--- src/rtl/div3_pkg.sv ---
// Shared definitions for the divide-by-three clock generator.
// Assumes: every consumer compiles this package first.
package div3_pkg;
    localparam int unsigned DEF_DIV_RATIO   = 3;
    localparam int unsigned DEF_SYNC_STAGES = 2;

    typedef enum logic {
        SRC_XTAL = 1'b0,
        SRC_EXT  = 1'b1
    } src_pick_e;
endpackage

--- src/rtl/src_edge_pick.sv ---
// Chooses a source clock level and emits a one-cycle tick on its rising edge.
// Assumes: both source levels are already stable with respect to clk.
module src_edge_pick
    import div3_pkg::*;
(
    input  logic clk,
    input  logic rst_n,
    input  logic xtal_in,
    input  logic ext_in,
    input  logic src_sel,
    output logic tick
);
    logic      xtal_q;
    logic      ext_q;
    src_pick_e pick;

    assign pick = src_pick_e'(src_sel);

    // Remember the previous level of each source for edge detection.
    always_ff @(posedge clk) begin
        if (!rst_n) begin
            xtal_q <= 1'b0;
            ext_q  <= 1'b0;
        end else begin
            xtal_q <= xtal_in;
            ext_q  <= ext_in;
        end
    end

    // A rising edge on the picked source is one input-clock event.
    always_comb begin
        if (pick == SRC_EXT) tick = ext_in & ~ext_q;
        else                 tick = xtal_in & ~xtal_q;
    end
endmodule

--- src/rtl/clr_retimer.sv ---
// Passes the clear request through STAGES flops advanced by source ticks.
// Assumes: STAGES of 0 means the request is used as is.
module clr_retimer #(
    parameter int unsigned STAGES = 2
) (
    input  logic clk,
    input  logic rst_n,
    input  logic tick,
    input  logic clr_in,
    output logic clr_eff
);
    generate
        if (STAGES == 0) begin : g_bypass
            assign clr_eff = clr_in;
        end else begin : g_chain
            logic [STAGES-1:0] sh;

            // Shift the request one stage per input-clock event.
            always_ff @(posedge clk) begin
                if (!rst_n) begin
                    sh <= '0;
                end else if (tick) begin
                    sh[0] <= clr_in;
                    for (int i = 1; i < int'(STAGES); i++) sh[i] <= sh[i-1];
                end
            end

            assign clr_eff = sh[STAGES-1];
        end
    endgenerate
endmodule

--- src/rtl/div3_core.sv ---
// Modulo-DIV_RATIO counter producing the divided and peripheral clocks.
// Assumes: tick is a single-cycle strobe; the clear parks the counter at its last state.
module div3_core #(
    parameter int unsigned DIV_RATIO = 3
) (
    input  logic clk,
    input  logic rst_n,
    input  logic tick,
    input  logic clr_eff,
    output logic main_clk,
    output logic periph_clk,
    output logic main_fall
);
    localparam int unsigned CW = (DIV_RATIO > 1) ? $clog2(DIV_RATIO) : 1;
    localparam logic [CW-1:0] LAST = CW'(DIV_RATIO - 1);

    logic [CW-1:0] cnt;
    logic [CW-1:0] cnt_nx;

    // Next count: wrap after the last state, park while cleared.
    always_comb begin
        if (clr_eff)          cnt_nx = LAST;
        else if (cnt == LAST) cnt_nx = '0;
        else                  cnt_nx = cnt + 1'b1;
    end

    assign main_fall = tick & main_clk;

    // Advance the counter and register the divided clock glitch-free.
    always_ff @(posedge clk) begin
        if (!rst_n) begin
            cnt      <= LAST;
            main_clk <= 1'b0;
        end else if (tick) begin
            cnt      <= cnt_nx;
            main_clk <= (cnt_nx == '0);
        end
    end

    // Toggle the peripheral clock at each divided-clock falling edge.
    always_ff @(posedge clk) begin
        if (!rst_n)            periph_clk <= 1'b0;
        else if (tick && clr_eff) periph_clk <= 1'b0;
        else if (main_fall)    periph_clk <= ~periph_clk;
    end
endmodule

--- src/rtl/rstout_retime.sv ---
// Retimes the active-low reset request onto the divided-clock falling edge.
// Assumes: main_fall marks exactly the cycles where the divided clock drops.
module rstout_retime (
    input  logic clk,
    input  logic rst_n,
    input  logic main_fall,
    input  logic res_n,
    output logic reset_out
);
    // Capture the inverted request only at the falling-edge event.
    always_ff @(posedge clk) begin
        if (!rst_n)         reset_out <= 1'b1;
        else if (main_fall) reset_out <= ~res_n;
    end
endmodule

--- src/rtl/phase_div3_clkgen.sv ---
// Top: source selection, clear retiming, divide-by-DIV_RATIO and reset retiming.
// Assumes: clk samples both sources at least twice per source half-period.
module phase_div3_clkgen
    import div3_pkg::*;
#(
    parameter int unsigned DIV_RATIO   = DEF_DIV_RATIO,
    parameter int unsigned SYNC_STAGES = DEF_SYNC_STAGES
) (
    input  logic clk,
    input  logic rst_n,
    input  logic xtal_in,
    input  logic ext_in,
    input  logic src_sel,
    input  logic clr_in,
    input  logic res_n,
    output logic osc_out,
    output logic main_clk,
    output logic periph_clk,
    output logic reset_out
);
    logic src_tick;
    logic clr_eff;
    logic main_fall;

    assign osc_out = xtal_in;

    src_edge_pick u_pick (
        .clk(clk), .rst_n(rst_n), .xtal_in(xtal_in), .ext_in(ext_in),
        .src_sel(src_sel), .tick(src_tick)
    );

    clr_retimer #(.STAGES(SYNC_STAGES)) u_clr (
        .clk(clk), .rst_n(rst_n), .tick(src_tick), .clr_in(clr_in), .clr_eff(clr_eff)
    );

    div3_core #(.DIV_RATIO(DIV_RATIO)) u_div (
        .clk(clk), .rst_n(rst_n), .tick(src_tick), .clr_eff(clr_eff),
        .main_clk(main_clk), .periph_clk(periph_clk), .main_fall(main_fall)
    );

    rstout_retime u_rst (
        .clk(clk), .rst_n(rst_n), .main_fall(main_fall), .res_n(res_n),
        .reset_out(reset_out)
    );
endmodule

--- config.mk ---
export PLATFORM = sky130hd
export DESIGN_NAME = phase_div3_clkgen
export DESIGN_NICKNAME = d
export VERILOG_FILES = /design/src/rtl/div3_pkg.sv /design/src/rtl/src_edge_pick.sv /design/src/rtl/clr_retimer.sv /design/src/rtl/div3_core.sv /design/src/rtl/rstout_retime.sv /design/src/rtl/phase_div3_clkgen.sv
export SDC_FILE = /design/constraint.sdc
export NUM_CORES = 1
export LEC_CHECK = 0
export CELL_PAD_IN_SITES_DETAIL_PLACEMENT = 0
export CELL_PAD_IN_SITES_GLOBAL_PLACEMENT = 1
export CORE_UTILIZATION = 30
export DETAILED_ROUTE_END_ITERATION = 6
export DONT_BUFFER_PORTS = 1
export HOLD_SLACK_MARGIN = 0.1
export PLACE_DENSITY = 0.55
export SETUP_SLACK_MARGIN = 0.15
export SLEW_MARGIN = 20
export SYNTH_ARGS = -nofsm -noshare
export SYNTH_HDL_FRONTEND = slang
export SYNTH_SLANG_ARGS = --single-unit
--- constraint.sdc ---
create_clock -name clk -period 2.6 [get_ports clk]
set_input_delay 0.52 -clock clk [delete_from_list [all_inputs] [get_ports clk]]
set_output_delay 0.52 -clock clk [all_outputs]
set_load 0.01 [all_outputs]
Yosys cells after proc, flatten, opt, wreduce, memory -nomap -nowiden
Index checks and enable logic that the tools add are counted.

Bits of input ports: 7. Word-level logic and storage cells: 23. Output and inout port bits: 4. Register bits after elaboration: 9.

Bitwise operators: 8. Multiplexer cells: 3. Reduce and logical (&&, ||, !) cells: 3. Add/subtract/negate cells: 1. Equal/unequal tests: 1.

Operators by type and width (count): NOT 1 bit (5); 2-to-1 mux 2 bit (2); AND 1 bit (3); adder 2 x 1 -> 2 bit, second input constant (1); == test 2 bit, second input constant (1); zero test 2 bit (1); OR reduction 2 bit (1); logical AND 1 bit (1); 2-to-1 mux 1 bit (1).

Depth between registers and ports, before layout
Depth after elaboration: 5. Depth in mapped cells: 4. Mapped depth without buffers: 3.

Cells and area by module
A second synthesis with hierarchy kept.

Cells, all modules: 39. Area total of the unflattened synthesis: 380.4 um^2.

Modules (own cells, without submodules): div3_core (cells an instance 21, sequential area each 80.1 um^2, times used 1, area an instance 181.4 um^2); src_edge_pick (cells an instance 7, sequential area each 40.0 um^2, times used 1, area an instance 77.6 um^2); clr_retimer (cells an instance 6, sequential area each 40.0 um^2, times used 1, area an instance 72.6 um^2); rstout_retime (cells an instance 4, sequential area each 20.0 um^2, times used 1, area an instance 41.3 um^2); phase_div3_clkgen (cells an instance 1, sequential area each 0.0 um^2, times used 1, area an instance 7.5 um^2).

Worst setup path before layout
Ideal clock, no wire load.

Kind: input to register. Start point: input port src_sel. End point: register u_div.main_clk. Setup slack: 1107 ps. Data arrival time: 1427 ps. Setup time: 66 ps. Buffers on the path: 1. Stages: 4. Data required time: 2534 ps. Cell sequence: or3b_1 > buf_2 > a211o_1 > a21boi_2.

Word-level cells in the longest chain between the ends: 1.

Ends and longest elaborated chain: start: declaration (line phase_div3_clkgen.sv:13) `input logic src_sel,`; 2-to-1 mux 1 bit (line src_edge_pick.sv:32) `if (pick == SRC_EXT) tick = ext_in & ~ext_q;`; end signal: assignment (line div3_core.sv:36) `main_clk <= (cnt_nx == '0);`; end: declaration (line div3_core.sv:10) `output logic main_clk,`.

Every way passes these cells. A chain may end at the register's enable or synchronous reset.

Worst setup path after layout
Start point: register u_pick.xtal_q. End point: register u_rst.reset_out.

Word-level cells in the longest chain between the ends: 4.

Ends and longest elaborated chain: start: declaration (line src_edge_pick.sv:13) `logic xtal_q;`; start signal: assignment (line src_edge_pick.sv:25) `xtal_q <= xtal_in;`; NOT 1 bit (line src_edge_pick.sv:33) `else tick = xtal_in & ~xtal_q;`; AND 1 bit (line src_edge_pick.sv:33); 2-to-1 mux 1 bit (line src_edge_pick.sv:32); AND 1 bit (line div3_core.sv:27) `assign main_fall = tick & main_clk;`; end signal: assignment (line rstout_retime.sv:13) `else if (main_fall) reset_out <= ~res_n;`; end: declaration (line rstout_retime.sv:8) `output logic reset_out`.

Every way passes these cells.

==> metrics.csv <==
stage;metric;value;unit
floorplan;# IOs;11;
layout;most frequent cells in the layout;dfxtp_1 (9), o21ai_0 (6), nand3_1 (4), a21boi_0 (3), clkbuf_4 (3);
status;outcome;complete, no violations;
timing;Worst-Margin Slew;0.649;ns
route;DRT iter0 DRCs;4;
power;sw frac;24.6;%
route;drt wl/cell;13.9;microns
worst_setup_path;WP data required;2.76;ns
timing;Tcrit/Tclk final;56.0;%
power;clock share of power;38.0;%
hold_path;Cells on Worst Hold Path;1;
hold_path;Worst Hold Launch;rst_n;
global_routing;initial antenna violation count;0;
route;DRT antenna net count;0;
power;Leakage;0.152;nW
synthesis;cell taking the most area after synthesis;dfxtp_1;
worst_setup_path;CP Class;reg2reg;
clocking;Worst-path clk slew;0.06;ns
synthesis;synthesized flop and latch total;9;
global_routing;global-route wire length before repair;1350;microns
power;Power per Cell Area;667;nW/um^2
placement;Placer Congestion;0.699;
global_routing;total gr overflow;0;
clocking;root buffer cell;clkbuf_4;
clocking;Post-CTS Resized;0;
timing;Pins Over Slew Limit;0;
floorplan;Die Ht;39.0;microns
worst_setup_path;crit end category;register;
synthesis;synthesized area per cell;9.15;sq um
run;max_cap viols;0;
worst_setup_path;FF-to-FF Start;u_pick.xtal_q;
worst_setup_path;CP Launch Type;register;
floorplan;Die ar.;1520;sq um
clocking;total CTS buffers;3;
layout;commonest non-fill, non-tap cell in the layout;dfxtp_1;
synthesis;sequential cell area fraction in the yosys report;43.8;%
hold_path;Hold/Removal Path Class;in2reg;
power;Comb power frac;8.4;%
clocking;clk buf depth;2;
clocking;CTS tree;yes;
layout;Diodes inserted;0;
synthesis;Cell variety after synth;23;
power;internal power;219;uW
route;drt total wl;819;microns
layout;net count reported at finish;53;
clocking;Post-CTS Hold Fix Bufs;0;
worst_setup_path;reg-to-reg critical path endpoint;u_rst.reset_out;
route;via/cell ratio;5.58;
timing;Fin Setup TNS;0;ns
clocking;Post-CTS Setup Bufs;0;
hold_path;Worst Hold End;u_div.cnt[1];
floorplan;# rows;12;
synthesis;Yosys Warn Count;0;
synthesis;Synth Net Count;52;
route;Vias;329;
route;drt pass-1 iters;5;
worst_setup_path;crit-path max FO;7;
timing;min Tclk post-route;1.46;ns
placement;port bufs;0;
route;DRC Markers;0;
floorplan;die width;39.0;microns
placement;area post-placement;409;sq um
synthesis;Synth top area share;43.8;%
synthesis;Area contributors post-synth;dfxtp_1 (44%), o21ai_0 (7.3%), a21boi_0 (5.5%), nand3_1 (4.9%), and2_1 (3.0%);
layout;final instance area;435;sq um
clocking;CTS Sinks;9;
power;sequential power share;53.6;%
floorplan;core area;1190;sq um
synthesis;Post-Synthesis Cells;45;
global_routing;Total Routing Usage GR;13.5;%
clocking;Clock Latency Late Sink;0.26;ns
power;P_sw;71.4;uW
global_routing;largest net degree at the start of global routing;12;
timing;Final Skew;0.00137;ns
timing;setup violators final;0;
global_routing;vias in the first global route;311;
timing;RSZ-0062 raised after global routing;no;
timing;worst relative slew slack;56.6;%
timing;FMAX;687;MHz
worst_setup_path;flop-to-flop setup slack;1.14;ns
floorplan;Initial Utilization;34.7;%
clocking;htree depth;1;
worst_setup_path;r2r worst-path depth;3;
worst_setup_path;WP data arrival;1.61;ns
layout;layout cells sized above 1;13.3;%
power;VDD IR max;0.000230;V
timing;Final Hold Vio Count;0;
layout;synth-to-layout area growth;5.78;%
placement;post-DP HPWL;574;microns
synthesis;Mapped Area;412;sq um
==> metrics by stage <==
stage / setup slack [ns] / hold slack [ns] / power [mW] / std cells / util [%]
floorplan: 1.11 / 0.449 / 0.182 / 45 / -
global placement: 0.986 / 0.462 / 0.182 / 55 / 34.5
detailed placement: 0.927 / 0.473 / 0.183 / 55 / 34.5
CTS: 1.14 / 0.335 / 0.295 / 59 / 36.7
global route: 1.03 / 0.344 / 0.308 / 59 / 36.7
finish: 1.14 / 0.336 / 0.290 / 59 / 36.7
==> power by group through the flow <==
stage	clock network [mW]	registers, mW	logic [mW]
after floorplan	0	0.157	0.0246
after CTS	0.115	0.156	0.0248
final	0.110	0.156	0.0243
after global routing	0.123	0.157	0.0280
after detailed placement	0	0.159	0.0246
after global placement	0	0.158	0.0239
==> state kept, by name (all words and copies together), names as in the netlist <==
| signal | flops |
|---|---|
| u_div.periph_clk | 1 |
| u_pick.xtal_q | 1 |
| u_div.main_clk | 1 |
| u_rst.reset_out | 1 |
| u_div.cnt | 2 |
| u_pick.ext_q | 1 |
| u_clr.g_chain.sh | 2 |
==> area by class of cell <==
cell class	count	area [sq um]
clock buffer	4	26.3
fill	131	751
inverter	1	3.75
multi-input combinational	31	208
sequential	9	180
tap	14	17.5
==> critical path, stage by stage, from the launching register on <==
cell	delay, ns
dfxtp_1	0.31
nor3b_1	0.53
o21ai_0	0.21
mux2_2	0.30
==> per-layer routing <==
| layer | global-route usage, % | up-vias | routed length, microns |
|---|---|---|---|
| li1 | - | 165 | - |
| met4 | 5.17 | 0 | 0 |
| met2 | 22.1 | 15 | 382 |
| met5 | 0 | - | 0 |
| met3 | 8.09 | 0 | 62 |
| met1 | 13.9 | 149 | 375 |
==> worst max path at each step <==
stage / start / to / slack, ns
after global routing: u_pick.xtal_q / u_rst.reset_out / 1.03
after global placement: src_sel / u_rst.reset_out / 0.99
after floorplan: src_sel / u_div.main_clk / 1.11
after detailed placement: src_sel / u_rst.reset_out / 0.93
final: u_pick.xtal_q / u_rst.reset_out / 1.14
after CTS: u_pick.xtal_q / u_rst.reset_out / 1.14
==> cell usage after synthesis <==
library cell and number:
dfxtp_1 9, o21ai_0 6, nand3_1 4, a21boi_0 3, and2_1 2, clkbuf_1 2, nand2_1 2, nor3_1 2
a211o_1 1, a21boi_2 1, a221oi_1 1, and3b_2 1, buf_2 1, buf_4 1, inv_1 1, mux2_2 1
nand2b_1 1, nand3b_1 1, nor3b_1 1, nor4bb_1 1, o311ai_0 1, or3_1 1, or3b_1 1
==> logic make-up after synthesis <==
| group | Yosys count | synth area share, % |
|---|---|---|
| flops | 9 | 43.8 |
| mux | 1 | 2.74 |
| buf+inv | 5 | 5.77 |
| compound gates | 13 | 21.9 |
| simple gates | 17 | 25.8 |
Note: power is estimated with default switching activity, not from simulation.
